File: src/rtl/iss_pkg.sv
package iss_pkg;

  // outcome of one class in one selection cycle
  typedef enum logic [1:0] {
    SEL_IDLE    = 2'd0,
    SEL_DISCARD = 2'd1,
    SEL_ISSUE   = 2'd2,
    SEL_SKIP    = 2'd3
  } sel_kind_e;

  // age comparison: smaller sequence is older, ties go to the lower index
  function automatic logic seq_older(input logic [31:0] a, input logic [31:0] b,
                                     input int ia, input int ib);
    return (a < b) || ((a == b) && (ia < ib));
  endfunction

endpackage

File: src/rtl/iss_class_bank.sv
module iss_class_bank #(
  parameter int SLOTS = 8,
  parameter int SW    = 16,
  localparam int IW   = (SLOTS > 1) ? $clog2(SLOTS) : 1
) (
  input  logic          clk,
  input  logic          rst_n,
  input  logic          ins_en,
  input  logic [SW-1:0] ins_seq,
  input  logic          sq_en,
  input  logic [SW-1:0] sq_seq,
  input  logic          pop,
  output logic          head_v,
  output logic [SW-1:0] head_seq,
  output logic          head_sq,
  output logic          full
);

  logic [SLOTS-1:0]         vld;
  logic [SLOTS-1:0]         sqf;
  logic [SLOTS-1:0][SW-1:0] seqs;
  logic [IW-1:0]            head_idx;
  logic [IW-1:0]            free_idx;
  logic                     free_found;

  // oldest held entry and lowest empty slot
  always_comb begin
    head_v   = 1'b0;
    head_idx = '0;
    head_seq = '0;
    for (int i = 0; i < SLOTS; i++) begin
      if (vld[i] && (!head_v || (seqs[i] < head_seq))) begin
        head_v   = 1'b1;
        head_idx = IW'(i);
        head_seq = seqs[i];
      end
    end
    head_sq    = head_v & sqf[head_idx];
    free_found = 1'b0;
    free_idx   = '0;
    for (int i = SLOTS - 1; i >= 0; i--) begin
      if (!vld[i]) begin
        free_found = 1'b1;
        free_idx   = IW'(i);
      end
    end
  end

  assign full = &vld;

  always_ff @(posedge clk or negedge rst_n) begin
    if (!rst_n) begin
      vld  <= '0;
      sqf  <= '0;
      seqs <= '0;
    end else begin
      if (pop) vld[head_idx] <= 1'b0;
      if (sq_en) begin
        for (int i = 0; i < SLOTS; i++) begin
          if (vld[i] && (seqs[i] > sq_seq)) sqf[i] <= 1'b1;
        end
      end
      if (ins_en && free_found) begin
        vld[free_idx]  <= 1'b1;
        seqs[free_idx] <= ins_seq;
        sqf[free_idx]  <= 1'b0;
      end
    end
  end

endmodule

File: src/rtl/iss_fu_unit.sv
module iss_fu_unit #(
  parameter int SW   = 16,
  parameter int LAT  = 1,
  parameter bit PIPE = 1'b1
) (
  input  logic          clk,
  input  logic          rst_n,
  input  logic          issue,
  input  logic [SW-1:0] issue_seq,
  output logic          free,
  output logic          done_v,
  output logic [SW-1:0] done_seq
);

  logic [LAT-1:0]         stg_v;
  logic [LAT-1:0][SW-1:0] stg_s;

  // result delay line, one stage per cycle of latency
  always_ff @(posedge clk or negedge rst_n) begin
    if (!rst_n) begin
      stg_v <= '0;
      stg_s <= '0;
    end else begin
      stg_v[0] <= issue;
      stg_s[0] <= issue_seq;
      for (int k = 1; k < LAT; k++) begin
        stg_v[k] <= stg_v[k-1];
        stg_s[k] <= stg_s[k-1];
      end
    end
  end

  assign done_v   = stg_v[LAT-1];
  assign done_seq = stg_s[LAT-1];

  generate
    if (PIPE || (LAT == 1)) begin : g_pipe
      assign free = 1'b1;
    end else begin : g_hold
      localparam int CW = $clog2(LAT);
      logic [CW-1:0] hold;
      always_ff @(posedge clk or negedge rst_n) begin
        if (!rst_n)            hold <= '0;
        else if (issue)        hold <= CW'(LAT - 1);
        else if (hold != '0)   hold <= hold - 1'b1;
      end
      assign free = (hold == '0);
    end
  endgenerate

endmodule

File: src/rtl/iss_pick.sv
module iss_pick
  import iss_pkg::*;
#(
  parameter int NC = 4,
  parameter int W  = 2,
  parameter int SW = 16
) (
  input  logic [NC-1:0]         head_v,
  input  logic [NC-1:0]         head_sq,
  input  logic [NC-1:0][SW-1:0] head_seq,
  input  logic [NC-1:0]         fu_free,
  output sel_kind_e             kind [NC]
);

  logic [NC-1:0] cand;
  assign cand = head_v & ~head_sq;

  // number of older candidate classes that take an issue slot ahead of class c
  function automatic int issued_ahead(input int c, input logic [NC-1:0] cv,
                                      input logic [NC-1:0] fr,
                                      input logic [NC-1:0][SW-1:0] sq);
    int n = 0;
    for (int d = 0; d < NC; d++) begin
      if ((d != c) && cv[d] && fr[d] && seq_older(32'(sq[d]), 32'(sq[c]), d, c)) n++;
    end
    return n;
  endfunction

  always_comb begin
    for (int c = 0; c < NC; c++) begin
      if (!head_v[c])                                   kind[c] = SEL_IDLE;
      else if (head_sq[c])                              kind[c] = SEL_DISCARD;
      else if (issued_ahead(c, cand, fu_free, head_seq) >= W) kind[c] = SEL_IDLE;
      else if (fu_free[c])                              kind[c] = SEL_ISSUE;
      else                                              kind[c] = SEL_SKIP;
    end
  end

endmodule

File: src/rtl/iss_exec_pack.sv
module iss_exec_pack #(
  parameter int NC = 4,
  parameter int SW = 16
) (
  input  logic [NC-1:0]         done_v,
  input  logic [NC-1:0][SW-1:0] done_seq,
  output logic [NC-1:0]         lane_v,
  output logic [NC-1:0][SW-1:0] lane_seq
);

  // lane of result c: count of valid results older than it
  function automatic int lane_rank(input int c, input logic [NC-1:0] v,
                                   input logic [NC-1:0][SW-1:0] s);
    int r = 0;
    for (int d = 0; d < NC; d++) begin
      if ((d != c) && v[d] && iss_pkg::seq_older(32'(s[d]), 32'(s[c]), d, c)) r++;
    end
    return r;
  endfunction

  always_comb begin
    lane_v   = '0;
    lane_seq = '0;
    for (int c = 0; c < NC; c++) begin
      if (done_v[c]) begin
        lane_v[lane_rank(c, done_v, done_seq)]   = 1'b1;
        lane_seq[lane_rank(c, done_v, done_seq)] = done_seq[c];
      end
    end
  end

endmodule

File: src/rtl/iss_age_select.sv
module iss_age_select
  import iss_pkg::*;
#(
  parameter int NC    = 4,
  parameter int SLOTS = 8,
  parameter int W     = 2,
  parameter int SW    = 16,
  parameter int LAT_W = 4,
  parameter logic [NC*LAT_W-1:0] LAT_VEC  = {4'd2, 4'd4, 4'd3, 4'd1},
  parameter logic [NC-1:0]       PIPE_VEC = 4'b0011,
  localparam int CLW = (NC > 1) ? $clog2(NC) : 1
) (
  input  logic             clk,
  input  logic             rst_n,
  input  logic             ins_valid,
  input  logic [CLW-1:0]   ins_cls,
  input  logic [SW-1:0]    ins_seq,
  input  logic             sq_valid,
  input  logic [SW-1:0]    sq_seq,
  output logic [NC-1:0]    cls_full,
  output logic [NC-1:0]    fu_skip,
  output logic [NC-1:0]    ex_valid,
  output logic [NC*SW-1:0] ex_seq
);

  logic [NC-1:0]         head_v;
  logic [NC-1:0]         head_sq;
  logic [NC-1:0][SW-1:0] head_seq;
  logic [NC-1:0]         fu_free;
  logic [NC-1:0]         done_v;
  logic [NC-1:0][SW-1:0] done_seq;
  logic [NC-1:0][SW-1:0] lane_seq;
  sel_kind_e             kind [NC];

  // named selection events
  logic [NC-1:0] iss_vec;
  logic [NC-1:0] disc_vec;
  logic [NC-1:0] skip_vec;

  generate
    for (genvar c = 0; c < NC; c++) begin : g_cls
      assign iss_vec[c]  = (kind[c] == SEL_ISSUE);
      assign disc_vec[c] = (kind[c] == SEL_DISCARD);
      assign skip_vec[c] = (kind[c] == SEL_SKIP);

      iss_class_bank #(.SLOTS(SLOTS), .SW(SW)) u_bank (
        .clk      (clk),
        .rst_n    (rst_n),
        .ins_en   (ins_valid && (ins_cls == CLW'(c))),
        .ins_seq  (ins_seq),
        .sq_en    (sq_valid),
        .sq_seq   (sq_seq),
        .pop      (iss_vec[c] | disc_vec[c]),
        .head_v   (head_v[c]),
        .head_seq (head_seq[c]),
        .head_sq  (head_sq[c]),
        .full     (cls_full[c])
      );

      iss_fu_unit #(
        .SW   (SW),
        .LAT  (int'(LAT_VEC[c*LAT_W +: LAT_W])),
        .PIPE (PIPE_VEC[c])
      ) u_fu (
        .clk       (clk),
        .rst_n     (rst_n),
        .issue     (iss_vec[c]),
        .issue_seq (head_seq[c]),
        .free      (fu_free[c]),
        .done_v    (done_v[c]),
        .done_seq  (done_seq[c])
      );
    end
  endgenerate

  iss_pick #(.NC(NC), .W(W), .SW(SW)) u_pick (
    .head_v   (head_v),
    .head_sq  (head_sq),
    .head_seq (head_seq),
    .fu_free  (fu_free),
    .kind     (kind)
  );

  iss_exec_pack #(.NC(NC), .SW(SW)) u_pack (
    .done_v   (done_v),
    .done_seq (done_seq),
    .lane_v   (ex_valid),
    .lane_seq (lane_seq)
  );

  assign fu_skip = skip_vec;
  assign ex_seq  = lane_seq;

endmodule

File: config.mk
export PLATFORM = sky130hd
export DESIGN_NAME = iss_age_select
export DESIGN_NICKNAME = d
export VERILOG_FILES = /design/src/rtl/iss_pkg.sv /design/src/rtl/iss_class_bank.sv /design/src/rtl/iss_fu_unit.sv /design/src/rtl/iss_pick.sv /design/src/rtl/iss_exec_pack.sv /design/src/rtl/iss_age_select.sv
export SDC_FILE = /design/constraint.sdc
export NUM_CORES = 2
export LEC_CHECK = 0
export BUFFER_PORTS_ARGS = -buffer_cell sky130_fd_sc_hd__buf_2
export CAP_MARGIN = 10
export CORE_ASPECT_RATIO = 1.25
export CORE_UTILIZATION = 29
export DETAILED_ROUTE_END_ITERATION = 12
export GPL_ROUTABILITY_DRIVEN = 0
export RECOVER_POWER = 100
export SLEW_MARGIN = 40
export SYNTH_ARGS = -nofsm -noshare
export SYNTH_HDL_FRONTEND = slang
export SYNTH_SLANG_ARGS = --single-unit
File: constraint.sdc
create_clock -name clk -period 25 [get_ports clk]
set_input_delay 1.25 -clock clk [delete_from_list [all_inputs] [get_ports clk]]
set_output_delay 1.25 -clock clk [all_outputs]
set_load 0.02 [all_outputs]
==> Word-level counts from Yosys, hierarchy flattened <==
Index checks and enable logic that the tools add are counted.
{ "totals": {"ff_bits": 749, "input_bits": 38, "out_inout_bits": 76, "word_cells": 775} }
{ "op_classes": {"addsub": 18, "order_cmp": 112, "eq_ne": 27, "muxes": 345, "bitwise": 35, "n_reduce_logical": 182} }
{ "op_table": {"columns": ["operator", "n"], "rows": [
  ["two-way mux 32 bit", 52],
  ["less-than comparator 16 bit", 52],
  ["two-way mux 16 bit", 40],
  ["adder 32 x 2 -> 32 bit, second input constant", 16],
  ["bitwise mux 128 bit", 4],
  ["greater-than comparator 16 bit", 32],
  ["two-way mux 64 bit", 4],
  ["bitwise mux 64 bit", 3],
  ["demux 16 bit (select 3 bit)", 4],
  ["equality test 16 bit", 12],
  ["two-way mux 3 bit", 48],
  ["demux 16 bit (select 2 bit)", 4],
  [">= comparator 32 x 1 -> 1 bit, second input constant", 4],
  [">= comparator 32 x 3 -> 1 bit, second input constant", 4],
  ["less-than comparator 32 x 4 -> 1 bit, second input constant", 4],
  ["two-way mux 1 bit", 128],
  ["two-way mux 8 bit", 16],
  ["logical AND 1 bit", 106],
  ["AND 64 bit", 1],
  ["AND 8 bit", 8],
  ["NOT 8 bit", 8],
  ["two-way mux 2 bit", 22],
  ["logical OR 1 bit", 40],
  ["less-than comparator 3 x 4 -> 1 bit, second input constant", 8],
  ["20 further kinds", 99]
]} }

==> Longest topological paths before layout <==
{ "logic_depth": {"depth_word": 55, "mapped_depth": 119, "ltp_nobuf": 107} }

==> Cells and area by module <==
Synthesis repeated with hierarchy kept, for this count alone.
{ "hier_totals": {"cells_unflattened": 6652, "hier_area_um2": 63599.7} }
{ "modules_own_cells": {"columns": ["mod", "instances", "cells_each", "area_per_inst_um2", "seq_area_each_um2"], "rows": [
  ["iss_class_bank at g_cls[2].u_bank", 1, 1408, 13171.4, 3603.5],
  ["iss_class_bank at g_cls[1].u_bank", 1, 1353, 12752.2, 3603.5],
  ["iss_class_bank at g_cls[3].u_bank", 1, 1327, 12702.2, 3603.5],
  ["iss_class_bank at g_cls[0].u_bank", 1, 1303, 12679.7, 3603.5],
  ["iss_exec_pack", 1, 658, 4668.2, 0.0],
  ["iss_pick", 1, 351, 2720.1, 0.0],
  ["iss_fu_unit at g_cls[2].u_fu", 1, 93, 1919.3, 1751.7],
  ["iss_fu_unit at g_cls[1].u_fu", 1, 69, 1407.6, 1276.2],
  ["iss_fu_unit at g_cls[3].u_fu", 1, 51, 974.7, 850.8],
  ["iss_fu_unit at g_cls[0].u_fu", 1, 19, 436.7, 425.4],
  ["iss_age_select", 1, 20, 167.7, 0.0]
]} }

==> Worst setup path after synthesis <==
No wires, ideal clock.
{ "synth_timing": {"path_type": "reg-to-output", "from": "reg g_cls[3].u_bank.vld[0]", "to": "out fu_skip[3]", "t_arrival_ps": 20788, "required_ps": 23750, "path_slack_ps": 2962, "stages_incl_launch_ff": 108, "n_path_buf": 16, "path_cell_list": "dfrtp_1 clkbuf_1 clkbuf_1 nand2_1 ha_1 a21oi_1 nand3_1 a22oi_1 nand3_1 o21ai_0 clkbuf_1 buf_1 nand2_1 o21ai_0 inv_1 ha_1 nand4_1 or3_4 [72 not listed] ha_1 a21oi_1 nor2b_1 o21ai_0 nand2b_1 a21oi_1 nor2b_1 o21ai_0 nand2b_1 a21oi_1 o21ai_0 nor2_1 a21o_1 ha_1 and4b_1 a21boi_1 nor3b_1 ha_1"} }
{ "synth_via": {"elab_chain_cells": 48, "word_cells_on_any_way": 82, "classes_between": "2 x add/sub; 11 x order compare; 4 x eq/ne; 37 x mux; 1 x bitwise; 27 x reduce/logical"} }
{ "synth_rtl": {"columns": ["item", "line_no", "source"], "rows": [
  ["start: declaration", "iss_class_bank.sv:19", "logic [SLOTS-1:0] vld;"],
  ["start signal: assignment", "iss_class_bank.sv:53", "vld <= '0;"],
  ["start signal: indexed assignment", "iss_class_bank.sv:57", "if (pop) vld[head_idx] <= 1'b0;"],
  ["start signal: indexed assignment", "iss_class_bank.sv:64", "vld[free_idx] <= 1'b1;"],
  ["two-way mux 16 bit / two-way mux 1 bit (equally long branches)", "iss_class_bank.sv:32", "if (vld[i] && (!head_v || (seqs[i] < head_seq))) begin"],
  ["less-than comparator 16 bit / logical NOT 1 bit (equally long branches)", "iss_class_bank.sv:32", null],
  ["logical OR 1 bit", "iss_class_bank.sv:32", null],
  ["logical AND 1 bit", "iss_class_bank.sv:32", null],
  ["two-way mux 16 bit / two-way mux 1 bit (equally long branches)", "iss_class_bank.sv:32", null],
  ["less-than comparator 16 bit / logical NOT 1 bit (equally long branches)", "iss_class_bank.sv:32", null],
  ["logical OR 1 bit", "iss_class_bank.sv:32", null],
  ["logical AND 1 bit", "iss_class_bank.sv:32", null],
  ["[21 not listed]", null, null],
  ["net g_cls[3].u_bank.head_seq[9]", "iss_class_bank.sv:14", "output logic [SW-1:0] head_seq,"],
  ["[11 not listed]", null, null],
  ["two-way mux 32 bit *", "iss_pick.sv:24", "if ((d != c) && cv[d] && fr[d] && seq_older(32'(sq[d]), 32'(sq[c]), d, c)) n++;"],
  ["two-way mux 32 bit *", "iss_pick.sv:32", "else if (head_sq[c]) kind[c] = SEL_DISCARD;"],
  ["two-way mux 32 bit *", "iss_pick.sv:31", "if (!head_v[c]) kind[c] = SEL_IDLE;"],
  [">= comparator 32 x 3 -> 1 bit *", "iss_pick.sv:33", "else if (issued_ahead(c, cand, fu_free, head_seq) >= W) kind[c] = SEL_IDLE;"],
  ["two-way mux 2 bit *", "iss_pick.sv:33", null],
  ["two-way mux 2 bit *", "iss_pick.sv:32", null],
  ["two-way mux 2 bit *", "iss_pick.sv:31", null],
  ["equality test 2 bit *", "iss_age_select.sv:44", "assign skip_vec[c] = (kind[c] == SEL_SKIP);"],
  ["end: declaration", "iss_age_select.sv:21", "output logic [NC-1:0] fu_skip,"]
]} }
Mark *: on every way through the listed nets, which the timed path passes. The rest lies on a longest branch. The select of a mux whose other input is x is not followed.

==> Worst setup path after layout <==
Ends and elaborated chain as after synthesis.

==> impl_metrics.toml <==
[floorplanning]
floorplan.die_area_um2 = 217500
placeableCoreArea_um2 = 214400
num_io_pins = 114
die_width_um = 417.3
initial_core_util_pct = 29.16
fp.dieH_um = 521.2
number_of_standard_cell_rows_in_the_floorplan = 190

[sta]
timing.clock.skew_ps = 30.28
fmax_ghz = 0.04281
shortest_period_the_worst_path_allows_ps = 23360
post-route-period-util_pct = 93.44
grt_setup_unrepaired = "true"
finalSetupViolCount = 0
drv_slew = 820
worst_slew_pin_slew_ps = 5543
slew-limit-headroom_pct = -269.5
fin_hold_ws_ps = 341.8
finalHoldViolCount = 0

[clock_network]
insertion_delay_of_the_later_clocked_pin_in_the_worst_skew_pair_ps = 720
clockBufferDepth = 3
cts_buffers = 81
clock-root-buffer = "clkbuf_16"
cts_sinks = 748
path_clk_slew_ps = 70
cts.htree.levels = 3
cts_tree = "built"

[place]
numPortBuffers = 113
dpl.hpwl_um = 150600
place_area_um2 = 66960

[critical_path]
endpoint_kind = "output port"
slowest_delay_ps = 510
critPathSlowestCell = "dfrtp_2"
r2r_cells = 94
required_ps = 23750
worstSetupEndpoint = "fu_skip[3]"
timing_worst_setup_path_type = "flip-flop to output port"
cp_common_cell = "a21o_1"
crit_start = "g_cls[3].u_bank.vld[0]"
reg2reg_setup_slack_ps = 2610
critical_path.reg2reg.endpoint = "g_cls[3].u_bank.vld[0]"
worstReg2RegStart = "g_cls[3].u_bank.vld[0]"
critPathArrivalTime_ps = 22110
start_kind = "flip-flop"
max_fanout_on_critical_path = 30

[grt]
grt_overflow = 0
grt_start_max_net_pins = 172
grt_usage_pct = 18.97
global_route_wire_length_before_repair_um = 320800
number_of_antenna_violations_at_the_first_check_in_global_routing = 14
grt_pass1_vias = 52850

[synthesis]
ys_seq_area_share_pct = 29.93
number_of_distinct_standard_cells_referenced_by_the_synthesized_netlist = 106
synth_enable_flop_cells = 0
ys_warn_count = 0
asyncSetResetFlopFracSynth_pct = 100.0
mappedNetlistArea_um2 = 62530
syn-num-nets = 7805
postSynthAreaPerCell_um2 = 9.438
synthesis.instances = 6625
ys_seq_elements = 748
dominantRegCellSynth = "dfrtp_1"

[detailed_routing]
vias = 53110
initial_detailed_routing_violation_count = 4426
detail_route.vias_per_cell = 5.501
drt-pass1-iter-count = 8
wl_per_cell_um = 21.80
detail_route.drc_violations = 0
remaining_number_of_nets_flagged_by_the_antenna_check_after_routing = 0
detail_route.wirelength_um = 210500

[job]
max-cap-violations = 14

[status]
status = "finished with violations"
violations = "capacitance limit, slew limit"

[final_layout]
finalInstanceArea_um2 = 69620
final_nets = 7886
fill_cells = 22020
layout-drive-gt1-share_pct = 16.00
area.growth.synth_to_final_pct = 11.33
final_util_pct = 32.47

[worst_hold_path]
hold_class = "flip-flop to flip-flop"
==> Yosys cell counts, types with 21 or more instances <==
cell type / number / area share, %
or2_2: 28 / 0.28
clkbuf_1: 199 / 1.2
a21o_1: 228 / 2.7
a21boi_0: 29 / 0.35
nor2b_1: 134 / 1.3
o221ai_1: 59 / 0.83
ha_1: 1142 / 23
a211o_1: 24 / 0.34
inv_1: 464 / 2.8
a21boi_1: 21 / 0.25
o21ai_0: 459 / 3.7
o21ai_1: 31 / 0.25
nand2b_1: 123 / 1.2
nand4_1: 235 / 2.4
nor2_1: 335 / 2.0
dfrtp_1: 748 / 30
nor3_1: 78 / 0.62
nand2_1: 480 / 2.9
a211oi_1: 30 / 0.36
o211ai_1: 99 / 1.2
nand3_1: 75 / 0.60
mux2_2: 628 / 11
o21a_1: 44 / 0.53
a21oi_1: 433 / 3.5
mux2i_1: 66 / 1.1
nor3b_1: 23 / 0.28
nor4_1: 26 / 0.26
==> worst min-delay path by stage <==
stage	start	slack [ps]	depth (start not counted)	endpoint
6_report	g_cls[2].u_fu.stg_s[39]	340	0	g_cls[2].u_fu.done_seq[7]
5_1_grt	g_cls[2].u_fu.stg_s[39]	350	0	g_cls[2].u_fu.done_seq[7]
4_1_cts	g_cls[2].u_fu.stg_s[39]	350	0	g_cls[2].u_fu.done_seq[7]
3_5_place_dp	g_cls[1].u_fu.stg_s[23]	330	0	g_cls[1].u_fu.done_seq[7]
3_3_place_gp	g_cls[2].u_fu.stg_v[2]	330	0	g_cls[2].u_fu.stg_v[3]
2_1_floorplan	g_cls[1].u_fu.stg_s[16]	330	0	g_cls[1].u_fu.done_seq[0]
==> critical path, delay by kind of cell, from the launching register on <==
kind	cells	cell delay (ps)
AO/OA/AOI/OAI	49	11190
adder cells (fa/ha/maj)	10	3120
buffers and inverters	8	1610
flip-flops	1	510
multiplexers	4	1340
AND/OR/NAND/NOR	20	3550
==> flip-flops by register name, summed over array words and instances (netlist names) <==
signal and flops:
g_cls.u_bank.seqs 512, g_cls.u_fu.stg_s 96, g_cls.u_fu.done_seq 64, g_cls.u_bank.sqf 32, g_cls.u_bank.vld 32, g_cls.u_fu.stg_v 9, g_cls.u_fu.g_hold.hold 2, g_cls.u_fu.done_v 1
==> through the flow <==
stage / setup WS [ps] / instances / setup TNS [ps]
detailed placement: 1728 / 9496 / 0
finish: 1640 / 9654 / 0
floorplan: 2962 / 6625 / 0
CTS: 856.8 / 9642 / 0
global route: -55.32 / 9653 / -55.32
global placement: 1821 / 9488 / 0
==> placed cells by master, fill, tap and decap left out, types with 58 or more instances in the layout <==
| cell type | n |
|---|---|
| o21ai_0 | 450 |
| o211ai_1 | 99 |
| a21o_1 | 227 |
| inv_1 | 451 |
| a21oi_1 | 433 |
| buf_2 | 109 |
| nor2_1 | 333 |
| nand3_1 | 75 |
| dfrtp_1 | 747 |
| nand4_1 | 235 |
| mux2_2 | 628 |
| nand2_1 | 480 |
| buf_4 | 89 |
| ha_1 | 1142 |
| nor3_1 | 78 |
| nand2b_1 | 123 |
| mux2i_1 | 63 |
| o221ai_1 | 58 |
| nor2b_1 | 134 |
| clkbuf_16 | 84 |
==> metal layers <==
| layer | track usage, % | vias up | share of wire (%) |
|---|---|---|---|
| li1 | - | 24590 | - |
| met1 | 23.62 | 26110 | 42 |
| met2 | 32.02 | 1831 | 47 |
| met3 | 2.253 | 571 | 5.7 |
| met4 | 9.936 | 12 | 5.8 |
| met5 | 0 | - | 0.039 |
==> cells by family after synthesis <==
| kind of cell | count (synthesis) | synth area share [%] |
|---|---|---|
| xor gates and xnor gates | 4 | 0.05604 |
| and+or+nand+nor | 1650 | 13.21 |
| DFF | 748 | 29.93 |
| buffers and inverters | 709 | 4.336 |
| adders and majority gates | 1142 | 22.85 |
| AOI/OAI and AO/OA | 1674 | 17.16 |
| muxes | 698 | 12.45 |
==> repair_timing <==
item | in CTS | in global routing
hold buffers | 0 | 0
buffers inserted | 0 | 4
endpoints found under the setup margin | 0 | 15
gates resized for setup | 0 | 13
endpoints found under the hold margin | 0 | 0
==> area by class of cell <==
cell class,instances,area [µm²],area share (%)
Antenna cell,5,12.51,0.01797
Clock buffer,111,2344,3.366
Clock inverter,35,431.7,0.6201
Inverter,467,1753,2.518
Multi-Input combinational cell,5169,41300,59.33
Sequential cell,748,18720,26.89
Tap cell,2880,3603,5.176
Timing Repair Buffer,239,1448,2.079
Power is not shown: default switching activity piles up to over one toggle a cycle in this logic, so the estimate is an artifact.
